<file path="config.mk">
export PLATFORM = sky130hd
export DESIGN_NAME = prog_exc_classifier
export DESIGN_NICKNAME = d
export VERILOG_FILES = /design/src/rtl/pexc_pkg.sv /design/src/rtl/pexc_fe_fold.sv /design/src/rtl/pexc_decide.sv /design/src/rtl/pexc_serialize.sv /design/src/rtl/prog_exc_classifier.sv
export SDC_FILE = /design/constraint.sdc
export NUM_CORES = 1
export LEC_CHECK = 0
export BUFFER_PORTS_ARGS = -buffer_cell sky130_fd_sc_hd__buf_2
export CELL_PAD_IN_SITES_DETAIL_PLACEMENT = 0
export CELL_PAD_IN_SITES_GLOBAL_PLACEMENT = 1
export CORE_MARGIN = 2
export CORE_UTILIZATION = 29
export CTS_CLUSTER_SIZE = 10
export DETAILED_ROUTE_END_ITERATION = 10
export PLACE_DENSITY = 0.8
export SLEW_MARGIN = 15
export SYNTH_ARGS = -nofsm -noshare
export SYNTH_HDL_FRONTEND = slang
export SYNTH_SLANG_ARGS = --single-unit
</file>
<file path="constraint.sdc">
create_clock -name clk -period 4.4 [get_ports clk]
set_input_delay 0 -clock clk [delete_from_list [all_inputs] [get_ports clk]]
set_output_delay 0 -clock clk [all_outputs]
set_load 0.01 [all_outputs]
</file>
<file path="src/rtl/pexc_pkg.sv">
package pexc_pkg;

  localparam int CAUSE_W   = 4;
  localparam int C_ILLEGAL = 0;
  localparam int C_PRIV    = 1;
  localparam int C_TRAP    = 2;
  localparam int C_FP      = 3;

  typedef enum logic [2:0] {
    OUT_NORMAL  = 3'd0,
    OUT_ILLEGAL = 3'd1,
    OUT_PRIV    = 3'd2,
    OUT_EMUL    = 3'd3,
    OUT_FPEN    = 3'd4,
    OUT_TRAP    = 3'd5
  } outcome_e;

  // precedence: illegal, privileged, emulated class, enabled fp, trap
  function automatic outcome_e pick_outcome(
    input logic ill, input logic supv_user, input logic emul,
    input logic fp_trap, input logic trap_fire);
    if (ill)            return OUT_ILLEGAL;
    else if (supv_user) return OUT_PRIV;
    else if (emul)      return OUT_EMUL;
    else if (fp_trap)   return OUT_FPEN;
    else if (trap_fire) return OUT_TRAP;
    else                return OUT_NORMAL;
  endfunction

  function automatic logic [CAUSE_W-1:0] cause_of(input outcome_e o);
    logic [CAUSE_W-1:0] c;
    c = '0;
    case (o)
      OUT_ILLEGAL: c[C_ILLEGAL] = 1'b1;
      OUT_PRIV:    c[C_PRIV]    = 1'b1;
      OUT_TRAP:    c[C_TRAP]    = 1'b1;
      OUT_FPEN:    c[C_FP]      = 1'b1;
      default:     c = '0;
    endcase
    return c;
  endfunction

  function automatic logic uses_emu_vec(input outcome_e o);
    return (o == OUT_EMUL) || (o == OUT_FPEN);
  endfunction

  function automatic logic uses_prog_vec(input outcome_e o);
    return (o == OUT_ILLEGAL) || (o == OUT_PRIV) || (o == OUT_TRAP);
  endfunction

endpackage

</file>
<file path="src/rtl/pexc_fe_fold.sv">
module pexc_fe_fold (
  input  logic fe0,
  input  logic fe1,
  output logic eff_fe0,
  output logic eff_fe1,
  output logic fe_off
);
  // imprecise combinations (bits differ) run as fully precise
  logic mixed;
  assign mixed   = fe0 ^ fe1;
  assign eff_fe0 = fe0 | mixed;
  assign eff_fe1 = fe1 | mixed;
  assign fe_off  = ~eff_fe0 & ~eff_fe1;

  always_comb begin
    a_r5_fold_equal: assert (eff_fe0 == eff_fe1);
  end
endmodule

</file>
<file path="src/rtl/pexc_decide.sv">
module pexc_decide
  import pexc_pkg::*;
#(
  parameter int NFLAG = 5
) (
  input  logic             is_illegal,
  input  logic             is_supv,
  input  logic             is_emul,
  input  logic             is_fp,
  input  logic             is_trap,
  input  logic             user_mode,
  input  logic             trap_hit,
  input  logic             fe_off,
  input  logic [NFLAG-1:0] fp_flags,
  input  logic [NFLAG-1:0] fp_enable,
  input  logic [NFLAG-1:0] fp_sticky,
  output outcome_e         outcome,
  output logic             need_stall
);
  logic fp_en_hit;
  logic new_sticky;

  assign fp_en_hit  = is_fp & (|(fp_flags & fp_enable));
  assign new_sticky = |(fp_flags & ~fp_sticky);

  assign outcome = pick_outcome(is_illegal, is_supv & user_mode, is_emul,
                                fp_en_hit, is_trap & trap_hit);

  assign need_stall = (outcome == OUT_NORMAL) & is_fp & fe_off & new_sticky;

  always_comb begin
    if (is_illegal) a_r1_illegal_first: assert (outcome == OUT_ILLEGAL);
    if (need_stall) a_r6_stall_only_normal_fp: assert (is_fp && fe_off);
  end
endmodule

</file>
<file path="src/rtl/pexc_serialize.sv">
module pexc_serialize #(
  parameter int STALL_CYC = 2
) (
  input  logic clk,
  input  logic rst_n,
  input  logic accept,
  input  logic need_stall,
  output logic busy,
  output logic release_now
);
  localparam int CW = $clog2(STALL_CYC + 1);

  logic [CW-1:0] cnt;

  always_ff @(posedge clk or negedge rst_n) begin
    if (!rst_n)                   cnt <= '0;
    else if (accept && need_stall) cnt <= CW'(STALL_CYC);
    else if (cnt != '0)           cnt <= cnt - 1'b1;
  end

  assign busy        = (cnt != '0);
  assign release_now = (cnt == CW'(1));

  // run-length checker for the busy window
  logic [7:0] run_len;
  always_ff @(posedge clk or negedge rst_n) begin
    if (!rst_n)    run_len <= '0;
    else if (busy) run_len <= run_len + 8'd1;
    else           run_len <= '0;
  end

  a_r6_busy_len: assert property (@(posedge clk) disable iff (!rst_n)
    $fell(busy) |-> run_len == 8'(STALL_CYC));

  a_r10_no_restart: assert property (@(posedge clk) disable iff (!rst_n)
    busy && !release_now |=> busy);
endmodule

</file>
<file path="src/rtl/prog_exc_classifier.sv">
module prog_exc_classifier
  import pexc_pkg::*;
#(
  parameter int               NFLAG     = 5,
  parameter int               VEC_W     = 32,
  parameter logic [VEC_W-1:0] PROG_VEC  = 32'h0000_0700,
  parameter logic [VEC_W-1:0] EMU_VEC   = 32'h0000_1600,
  parameter int               STALL_CYC = 2
) (
  input  logic               clk,
  input  logic               rst_n,
  input  logic               cmpl_valid,
  input  logic               is_illegal,
  input  logic               is_supv,
  input  logic               is_emul,
  input  logic               is_fp,
  input  logic               is_trap,
  input  logic               user_mode,
  input  logic               trap_hit,
  input  logic               fe0,
  input  logic               fe1,
  input  logic [NFLAG-1:0]   fp_flags,
  input  logic [NFLAG-1:0]   fp_enable,
  input  logic [NFLAG-1:0]   fp_sticky,
  output logic               busy,
  output logic               done_valid,
  output logic               exc_taken,
  output logic [VEC_W-1:0]   vector,
  output logic [CAUSE_W-1:0] cause,
  output logic               fpscr_we,
  output logic               fpr_we
);

  // named internal events
  logic     eff_fe0, eff_fe1, fe_off;
  outcome_e dec_outcome;
  logic     need_stall;
  logic     accept;
  logic     release_now;

  pexc_fe_fold u_fold (
    .fe0(fe0), .fe1(fe1),
    .eff_fe0(eff_fe0), .eff_fe1(eff_fe1), .fe_off(fe_off)
  );

  pexc_decide #(.NFLAG(NFLAG)) u_decide (
    .is_illegal(is_illegal), .is_supv(is_supv), .is_emul(is_emul),
    .is_fp(is_fp), .is_trap(is_trap), .user_mode(user_mode),
    .trap_hit(trap_hit), .fe_off(fe_off),
    .fp_flags(fp_flags), .fp_enable(fp_enable), .fp_sticky(fp_sticky),
    .outcome(dec_outcome), .need_stall(need_stall)
  );

  assign accept = cmpl_valid & ~busy;

  pexc_serialize #(.STALL_CYC(STALL_CYC)) u_ser (
    .clk(clk), .rst_n(rst_n), .accept(accept), .need_stall(need_stall),
    .busy(busy), .release_now(release_now)
  );

  // result registers
  outcome_e out_q;
  logic     fp_q;
  outcome_e pend_q;
  logic     pend_fp_q;
  logic     done_q;

  always_ff @(posedge clk or negedge rst_n) begin
    if (!rst_n) begin
      out_q     <= OUT_NORMAL;
      fp_q      <= 1'b0;
      pend_q    <= OUT_NORMAL;
      pend_fp_q <= 1'b0;
      done_q    <= 1'b0;
    end else begin
      done_q <= 1'b0;
      if (accept && need_stall) begin
        pend_q    <= dec_outcome;
        pend_fp_q <= is_fp;
      end else if (accept) begin
        out_q  <= dec_outcome;
        fp_q   <= is_fp;
        done_q <= 1'b1;
      end else if (release_now) begin
        out_q  <= pend_q;
        fp_q   <= pend_fp_q;
        done_q <= 1'b1;
      end
    end
  end

  function automatic logic [VEC_W-1:0] vector_of(input outcome_e o);
    if (uses_prog_vec(o))     return PROG_VEC;
    else if (uses_emu_vec(o)) return EMU_VEC;
    else                      return '0;
  endfunction

  logic normal_q;
  assign normal_q   = (out_q == OUT_NORMAL);
  assign done_valid = done_q;
  assign exc_taken  = done_q & ~normal_q;
  assign vector     = done_q ? vector_of(out_q) : '0;
  assign cause      = done_q ? cause_of(out_q) : '0;
  assign fpscr_we   = done_q & normal_q & fp_q;
  assign fpr_we     = done_q & normal_q & fp_q;

  // assertions
  a_r1_prog_vec: assert property (@(posedge clk) disable iff (!rst_n)
    done_valid && cause[C_ILLEGAL] |-> vector == PROG_VEC && !fpscr_we && !fpr_we);

  a_r4_emu_no_write: assert property (@(posedge clk) disable iff (!rst_n)
    done_valid && vector == EMU_VEC |-> !fpscr_we && !fpr_we && exc_taken);

  a_r9_cause_onehot: assert property (@(posedge clk) disable iff (!rst_n)
    $onehot0(cause));

  a_r9_clean_idle: assert property (@(posedge clk) disable iff (!rst_n)
    !exc_taken |-> vector == '0 && cause == '0);

  a_r6_done_after_busy: assert property (@(posedge clk) disable iff (!rst_n)
    $fell(busy) |-> done_valid);

  a_r9_single_pulse: assert property (@(posedge clk) disable iff (!rst_n)
    done_valid && !busy && !cmpl_valid |=> !done_valid);

  a_r5_no_stall_mixed: assert property (@(posedge clk) disable iff (!rst_n)
    accept && (fe0 != fe1) |=> !busy);
endmodule

</file>
Word level (Yosys, flattened, before mapping) --
Index checks and enable logic that the tools add are counted. W data, S select, Z words.
Operators by class: $add $sub $neg 1, equality and inequality tests 6, muxes and demuxes 22, bitwise gates (word level) 22, reduce and logical (&&, ||, !) cells 12
Operators by type and width (number):
- $mux W32 | 1
- $mux W13 | 2
- $mux W3 | 7
- $and A1 B1 Y1 | 11
- $and A5 B5 Y5 | 2
- $reduce_or A5 Y1 | 2
- $mux W1 | 9
- $eq A3 B2 Y1 const B | 2
- $eq A3 B3 Y1 const B | 2
- $logic_not A3 Y1 | 2
- $reduce_bool A2 Y1 | 3
- $not A1 Y1 | 5
- $not A5 Y5 | 1
- $mux W2 | 2
- $mux W4 | 1
- $eq A3 B1 Y1 const B | 1
- $logic_or A1 B1 Y1 | 3
- $eq A2 B1 Y1 const B | 1
- $or A1 B1 Y1 | 2
- $reduce_and A2 Y1 | 1
- $sub A2 B1 Y2 const B | 1
- $logic_and A1 B1 Y1 | 1
- $xor A1 B1 Y1 | 1
Word-level totals: flip-flop bits (word level) 11, word-level logic and storage cells 69

Depth between registers and ports, before layout --
Gate-level depths: netlist of the first run.
word-level depth 14, gate-level depth with buffers 7

Hierarchy --
From an unflattened synthesis of the first run, not the netlist that was laid out.
Unflattened totals: cells, all modules 112, area total of the unflattened synthesis 1012.2 um2
By module, submodules not included:
- prog_exc_classifier | instances 1, cells each 74, area an instance 730.7 um2, sequential area each 225.2 um2
- pexc_decide | instances 1, cells each 22, area an instance 137.6 um2, sequential area each 0.0 um2
- pexc_serialize | instances 1, cells each 13, area an instance 126.4 um2, sequential area each 50.0 um2
- pexc_fe_fold | instances 1, cells each 3, area an instance 17.5 um2, sequential area each 0.0 um2

Worst setup path before layout of the first run --
OpenSTA, ideal clock, no wires.
path type register to register, start register u_ser.cnt[0], end register fp_q, setup time 125 ps, arrival 1728 ps, data required time 4275 ps, path slack 2546 ps, cell stages (with the launch flop) 8, path buffers 0, path through dfrtp_1 > inv_1 > ha_1 > and3b_1 > nand4_1 > a211oi_4 > nor2_4 > mux2_4
Between the ends: longest elaborated chain between the ends 6, elaborated cells on any way between the ends 9
RTL lines:
- from (decl) | RTL line pexc_serialize.sv:13 | logic [CW-1:0] cnt;
- from (signal assigned) | RTL line pexc_serialize.sv:17 | else if (accept && need_stall) cnt <= CW'(STALL_CYC);
- from (signal assigned) | RTL line pexc_serialize.sv:18 | else if (cnt != '0) cnt <= cnt - 1'b1;
- $reduce_bool A2 Y1 | RTL line pexc_serialize.sv:21 | assign busy = (cnt != '0);
- $not A1 Y1 | RTL line prog_exc_classifier.sv:54 | assign accept = cmpl_valid & ~busy;
- $and A1 B1 Y1 | RTL line prog_exc_classifier.sv:54
- $logic_and A1 B1 Y1 | RTL line prog_exc_classifier.sv:77 | if (accept && need_stall) begin
- $not A1 Y1 (no source line)
- $reduce_and A2 Y1 (no source line)
- to (signal assigned) | RTL line prog_exc_classifier.sv:82 | fp_q <= is_fp;
- to (signal assigned) | RTL line prog_exc_classifier.sv:86 | fp_q <= pend_fp_q;
- to (decl) | RTL line prog_exc_classifier.sv:63 | logic fp_q;
Parallel ways exist; a longest one is shown, timed or not. A chain may end at the register's enable or synchronous reset.

Worst setup path after layout of the first run --
start register u_ser.cnt[0], end register out_q[1]
Between the ends: longest elaborated chain between the ends 6, elaborated cells on any way between the ends 9
RTL lines:
- $reduce_bool A2 Y1 | RTL line pexc_serialize.sv:21
- $not A1 Y1 | RTL line prog_exc_classifier.sv:54
- $and A1 B1 Y1 | RTL line prog_exc_classifier.sv:54
- $logic_and A1 B1 Y1 | RTL line prog_exc_classifier.sv:77
- $not A1 Y1 (no source line)
- $reduce_and A2 Y1 (no source line)
- to (signal assigned) | RTL line prog_exc_classifier.sv:81 | out_q <= dec_outcome;
- to (signal assigned) | RTL line prog_exc_classifier.sv:85 | out_q <= pend_q;
- to (decl) | RTL line prog_exc_classifier.sv:62 | outcome_e out_q;
Parallel ways exist; a longest one is shown, timed or not.

==> key figures, run 1 <==
Synth
  – Synth warn: 0
  – Post-synthesis adder-cell area fraction: 2.649%
  – Simple-Gate Fraction of Synth Area: 17.48%
  – Syn_area_per_cell: roughly 8.8 µm²
  – Post-synth EDFFs: 0
  – Main combinational cell family by area after synthesis: buffers and inverters
  – Mux share of post-synthesis cell area: under 10%
  – Cell taking the most area after synthesis: dfrtp_1
  – Synth Flop Type: dfrtp_1
  – Synth top area share: between 20% and 30%
  – Synth Instances: around 110
  – Xor/xnor cell area share of the yosys netlist: 0%
  – Count leader, synth: buf_4
  – Synth unique cells: 31
  – Seq cells post-synth: 11
  – Synth top area cells: dfrtp_1, buf_4, mux2i_1
  – Register area share after synthesis: between 20% and 30%
  – Cell Area, Synth: about 940 µm²
  – Compound-Gate Fraction of Synth Area: roughly 16%
  – Asr flop ratio synth: between 90% and 100%
  – Most frequent cells after synthesis: buf_4, dfrtp_1, inv_1

Critical path
  – Worst path cell trace: inv_1 -> ha_1 -> and3b_1 -> nand4_1 -> a211oi_4 -> nor2_4 -> mux2_4
  – Crit path required time: about 4500 ps
  – Crit path max-delay cell type: a211oi_4
  – Worst setup SP type: flop
  – WS Path Type: flop to flop
  – Crit end category: flop
  – WP buf/inv: 1
  – CP delay by family, top: simple AND/OR/NAND/NOR gates
  – Crit Path Max Fanout: 8
  – CP arrival: approximately 2200 ps
  – Worst path max stage delay: roughly 430 ps

STA
  – Slew headroom: approximately two thirds
  – Fin Clk Skew: 1.535 ps
  – Slack of the critical path: approximately 2400 ps
  – RSZ-0062 raised after global routing: no
  – Hold Fails Final Rpt: 0
  – Setup Viol. Count Final: 0
  – Slew Limit Fails: 0
  – Setup TNS: 0 ps
  – Fmax: between 400 and 500 MHz
  – Hold WS: 83.11 ps
  – Crit path time final: roughly 2000 ps
  – Worst Tran Pin Value: about 520 ps
  – Crit share post-route: 46.49%

Clocking
  – Clk Latency, worst-skew pair: 260 ps
  – CTS tree: built
  – # resized after CTS: 0
  – Clock slew at reported path FFs: about 60 ps
  – CTS Sinks: 11
  – CTS Hold Bufs: 1
  – Clock root cell: clkbuf_4
  – Clock buffer depth: 2
  – CTS buffer count: 3
  – Htree depth: 1
  – Post-CTS setup buffer count: 0

Pwr
  – Leakage: 0.6219 nW
  – Cell-internal power: just under 0.3 mW
  – Sequential share of power: 34.4%
  – Net switching power: around 0.19 mW
  – Clock share of power: about an eighth
  – Power Dens Cells: between 400 and 500 mW/mm²
  – Combinational fraction of design power: a little over half
  – Total Power: ~0.48 mW
  – Worst VDD drop: between 0.1 and 0.15 mV
  – Switching share of power: between 40% and 50%

Min path
  – Worst hold path type: primary input to flop

Placement
  – Pre-CTS WS: 2356 ps
  – Placed cells: about 190
  – Post-Place Cell Area: roughly 0.0011 mm²
  – Placed wire-length estimate: ~1.6 mm
  – RePlAce Congestion: between 0.7 and 0.8
  – I/O Buffers: 39

Run status
  – Status: finished, final reports clean

Floorplanning
  – Die height: between 60 and 70 µm
  – Initial Util: between 30% and 40%
  – Row count: 20
  – Core Region: 0.003078 mm²
  – Die span in x: between 60 and 70 µm
  – Die area: between 0.003 and 0.004 mm²
  – I/O pin total: 68

Final layout
  – Fin cells: approximately 190
  – Final nets: around 180
  – Layout cell share with drive strength beyond 1: 34.46%
  – Post-Layout Inst Area: ~0.0011 mm²
  – Layout area overhead: 17.22%
  – Util after Layout: 35.98%
  – Ant diodes: 0

Routing
  – Initial detailed-routing violation count: 32
  – Drt wl/cell: about 9.4 µm
  – Final Routed Wirelength: 1.798 mm
  – Vias: about 800
  – Remaining DRCs: 0
  – DRT Pass-1 Iters: 6
  – Post-DR vias/cell: slightly above 4
  – Routed Antenna Nets: 0

Run
  – # Max-Cap Violations: 0

GRT
  – Largest net degree at the start of global routing: 12
  – First-pass GRT wire length: about 2.7 mm
  – Initial antenna violation count: 0
  – Vias in the first global route: 679
  – Overflow after GRT: 0
  – Aggregate global-route resource usage: roughly a tenth
==> state kept, by name, summed over array words and instances, names as in the netlist <==
register / count
done_valid: 1
fp_q: 1
out_q: 3
pend_fp_q: 1
pend_q: 3
u_ser.cnt: 2
==> per-layer routing <==
metal / track usage [%] / vias to the layer above / share of wire [%]
met2: 17.78 / 53 / 48
met5: 0 / - / 0
met4: 6.522 / 0 / 1.5
li1: - / 386 / -
met1: 11.88 / 356 / 41
met3: 0.6303 / 2 / 9.8
==> final timing paths <==
kind | from | cells after the start | to | slack (ps)
max | u_ser.cnt[0]$_DFFE_PN0P_ | 7 | out_q[1]$_DFFE_PN0P_ | 2350
min | is_emul | 3 | out_q[0]$_DFFE_PN0P_ | 80
max reg2reg | u_ser.cnt[0]$_DFFE_PN0P_ | 7 | out_q[1]$_DFFE_PN0P_ | 2350
min reg2reg | pend_fp_q$_DFFE_PN0P_ | 1 | pend_fp_q$_DFFE_PN0P_ | 480
max in group asynchronous | rst_n | 2 | pend_q[1]$_DFFE_PN0P_ | 4080
min in group asynchronous | rst_n | 2 | u_ser.cnt[1]$_DFFE_PN0P_ | 130
==> power groups by stage <==
stage                     clock network (mW)  registers (mW)  logic [mW]
after global placement                     0           0.166       0.250
after CTS                             0.0668           0.167       0.257
after global routing                  0.0750           0.173       0.287
after detailed placement                   0           0.169       0.256
after floorplan                            0           0.161       0.208
final                                 0.0642           0.167       0.254
==> worst register-to-register path, cell delays in order, from the launching register on <==
cell      delay (ps)
dfrtp_1          400
inv_1             80
ha_1             270
and3b_1          220
nand4_1          160
a211oi_4         430
nor2_4            80
mux2_4           300
==> area by class of cell <==
| cell class | count | area (µm²) |
|---|---|---|
| clock buffers | 4 | 26.28 |
| fillers | 323 | 1971 |
| inverters | 8 | 30.03 |
| multi-input cells | 85 | 515.5 |
| flip-flops and latches | 11 | 275.3 |
| well taps | 44 | 55.05 |
| repair buffers | 40 | 205.2 |
==> kinds of logic after synthesis <==
family	Yosys count
AOI/OAI and AO/OA	20
adders and majority gates	2
buffers and inverters	38
DFF	11
muxes	6
other	1
and+or+nand+nor	29
==> placed cells by master (no fill, tap or decap), drive strengths merged, types with 2 or more instances in the layout <==
master  instances
nand2b          4
nor2b           4
nand2           6
buf            39
nor2            6
or2             3
inv             8
o21ai           4
ha              2
a22oi           2
dfrtp          11
mux2i           3
a31oi           2
conb           28
a222oi          2
mux2            3
a21oi           4
clkbuf          4
a211oi          2
(Power assumes the default switching activity.)
==> inputs of run 2 (changes only) <==
--- a/config.mk
+++ b/config.mk
@@ -9,10 +9,10 @@
 export CELL_PAD_IN_SITES_DETAIL_PLACEMENT = 0
 export CELL_PAD_IN_SITES_GLOBAL_PLACEMENT = 1
 export CORE_MARGIN = 2
-export CORE_UTILIZATION = 29
+export CORE_UTILIZATION = 25
 export CTS_CLUSTER_SIZE = 10
 export DETAILED_ROUTE_END_ITERATION = 10
-export PLACE_DENSITY = 0.8
+export PLACE_DENSITY = 0.73
 export SLEW_MARGIN = 15
 export SYNTH_ARGS = -nofsm -noshare
 export SYNTH_HDL_FRONTEND = slang
==> constraint.sdc (replaced) <==
create_clock -name clk -period 1.8 [get_ports clk]
set_input_delay 0 -clock clk [delete_from_list [all_inputs] [get_ports clk]]
set_output_delay 0 -clock clk [all_outputs]
set_load 0.01 [all_outputs]
==> run 2 against run 1 <==
  * Setup slack worse by 2300 ps
  * Non-clock buffer count up 6
  * Die area up 15%
  * Core utilization down 3.2 points
  * Global-route usage down 0.45 points
  * Combinational power rose to 2.6 times the previous value
  * Cell area up 7.5%
  * Clock power rose to 3.8 times the previous value
  * Cell count up 5.2%
  * Sequential power up 140%
  * Sequential share of layout area down 1.7 points
==> key figures, run 2 (synthesis results as in run 1) <==
Run status
  – Status: finished, final reports clean

Final layout
  – Layout area overhead: 25.96%
  – Layout cell share with drive strength beyond 1: 38.96% (+4.5 points)
  – Commonest non-fill, non-tap cell in the layout: buf_2
  – Most frequent cells in the layout: buf_2, conb_1, dfrtp_1
  – Largest registers: out_q x3, pend_q x3, u_ser.cnt x2
  – Ant diodes: 0 (unchanged)
  – Final nets: 184 (+3.4%)
  – Fin cells: 202 (+5.2%)

Critical path
  – Crit path required time: 1920 ps (-2620 ps)
  – Crit end category: flop
  – WS Path Type: flop to flop
  – CP arrival: 1830 ps (-360 ps)
  – Worst setup SP type: flop
  – Crit Path Max Fanout: 5 (-3)
  – Worst r2r path cells: 8 (+1)

Floorplanning
  – Row count: 22 (+10%)
  – Core Region: 0.003633 mm² (+18%)
  – Die span in x: 65.47 µm (+7.2%)
  – I/O pin total: 68 (unchanged)
  – Die area: 0.004286 mm² (+15%)
  – Die height: 65.47 µm (+7.2%)
  – Initial Util: 26.00% (-4.7 points)

STA
  – Hold Fails Final Rpt: 0 (unchanged)
  – Fin Clk Skew: 0.8475 ps (-0.6870 ps)
  – Crit share post-route: 94.81% (+48 points)
  – Crit path time final: 1706 ps (-338.9 ps)
  – Hold WS: 128.3 ps (+45.16 ps)
  – Setup Viol. Count Final: 0 (unchanged)
  – Slew Limit Fails: 0 (unchanged)
  – Setup TNS: 0 ps (unchanged)
  – Slack of the critical path: 93.51 ps (-2261 ps)
  – Fmax: 586.0 MHz (+20%)

Pwr
  – Sequential share of power: 30.5% (-3.9 points)
  – Combinational fraction of design power: 51.0% (-1.4 points)
  – Leakage: 0.6606 nW (+6.2%)
  – Switching share of power: 38.34% (-1.8 points)
  – Cell-internal power: 0.8142 mW (+180%)
  – Worst VDD drop: 0.3903 mV (+270%)
  – Net switching power: 0.5064 mW (+160%)
  – Clock share of power: 18.5% (+5.3 points)
  – Total Power: 1.321 mW (+170%)
  – Power Dens Cells: 1110 mW/mm² (+150%)

Placement
  – I/O Buffers: 39 (unchanged)
  – Pre-CTS WS: 1.640 ps (-2354 ps)
  – Placed wire-length estimate: 1.565 mm (-1.8%)
  – RePlAce Congestion: 0.7463 (-2.7%)
  – Placed cells: 193 (+3.2%)

Routing
  – Remaining DRCs: 0 (unchanged)
  – Drt wl/cell: 9.223 µm (-1.5%)
  – Met1 Routed Length: 726 µm (-1.2%)
  – Metal2 WL: 946 µm (+10%)
  – Vias: 804 (+0.88%)
  – Top sig layer: met4
  – Met3 wire length: 165 µm (-6.3%)
  – Routed Antenna Nets: 0 (unchanged)
  – Post-DR vias/cell: 3.980 (-4.1%)
  – DRT Pass-1 Iters: 4 (-2)
  – Initial detailed-routing violation count: 12 (-63%)
  – Final Routed Wirelength: 1.863 mm (+3.6%)

Clocking
  – Clock slew at reported path FFs: 50 ps (about the same)
  – CTS buffer count: 3 (unchanged)
  – Clk Latency, worst-skew pair: 240 ps (-20 ps)
  – CTS tree: built
  – Clock root cell: clkbuf_8
  – Htree depth: 1 (unchanged)
  – CTS Sinks: 11 (unchanged)
  – Clock buffer depth: 2 (unchanged)

GRT
  – First-pass GRT wire length: 3.146 mm (+15%)
  – Vias in the first global route: 751 (+11%)
  – Initial antenna violation count: 0 (unchanged)
  – Overflow after GRT: 0 (unchanged)
  – Aggregate global-route resource usage: 9.675% (-0.45 points)
  – Largest net degree at the start of global routing: 12 (unchanged)

Min path
  – Worst hold path type: primary input to flop
  – Min-Delay Path Depth: 3 (unchanged)

Run
  – # Max-Cap Violations: 0 (unchanged)
run 2: cell types whose count changed in the layout (fill, tap and decap cells not counted):
cell	before	now
buf_6	0	1
nand2b_4	0	1
ha_1	2	1
inv_2	0	1
inv_1	8	7
nand2b_1	4	3
buf_4	0	5
clkbuf_4	3	0
clkbuf_8	0	3
ha_2	0	1
run 2: final cells by class:
cell class | count | area [µm²]
Timing Repair Buffer | 46 | 254.0
Clock buffer | 4 | 45.04
Fill cell | 404 | 2444
Sequential cell | 11 | 275.3
Inverter | 8 | 30.03
Multi-Input combinational cell | 85 | 525.5
Tap cell | 48 | 60.06
run 2: power by group through the flow:
stage	logic [mW]	registers (mW)	clock network, mW
after global placement	0.662	0.405	0
after floorplan	0.508	0.395	0
after detailed placement	0.660	0.405	0
final	0.673	0.403	0.244
after global routing	0.764	0.419	0.273
after CTS	0.665	0.403	0.253
run 2: stage by stage:
step | util (%) | instance area [µm²]
after floorplan | - | 1046
after CTS | 32.06 | 1165
after global routing | 32.75 | 1190
after global placement | 30.03 | 1091
after detailed placement | 30.03 | 1091
final | 32.75 | 1190
run 2: what timing repair did:
| item | CTS | global route |
|---|---|---|
| hold buffers | 1 | 0 |
| resized for setup | 1 | 3 |
| buffers inserted | 2 | 2 |
| gates cloned | 0 | 0 |
| endpoints found under the hold margin | 11 | 0 |
| endpoints found under the setup margin | 2 | 6 |
| pin swaps | 1 | 4 |
run 2: worst max-delay path, stage by stage, from the launching register on:
cell	delay, ps
dfrtp_1	360
inv_2	70
ha_2	170
and3b_1	170
nand4_1	130
a211oi_4	190
buf_6	150
nor2_4	50
mux2_4	300
run 2: path summary, 6_finish.rpt:
| check | from | to | slack, ps |
|---|---|---|---|
| setup / recovery | u_ser.cnt[1]$_DFFE_PN0P_ | fp_q$_DFFE_PN0P_ | 90 |
| hold / removal | is_emul | out_q[0]$_DFFE_PN0P_ | 130 |
| setup reg to reg | u_ser.cnt[1]$_DFFE_PN0P_ | fp_q$_DFFE_PN0P_ | 90 |
| hold reg to reg | pend_fp_q$_DFFE_PN0P_ | pend_fp_q$_DFFE_PN0P_ | 480 |
| max in group asynchronous | rst_n | out_q[0]$_DFFE_PN0P_ | 1440 |
| min in group asynchronous | rst_n | out_q[1]$_DFFE_PN0P_ | 160 |
run 2: routing by layer:
metal / GRT usage [%] / vias up
met5: 0 / -
li1: - / 399
met1: 10.04 / 358
met3: 4.281 / 6
met2: 17.35 / 41
met4: 3.125 / 0
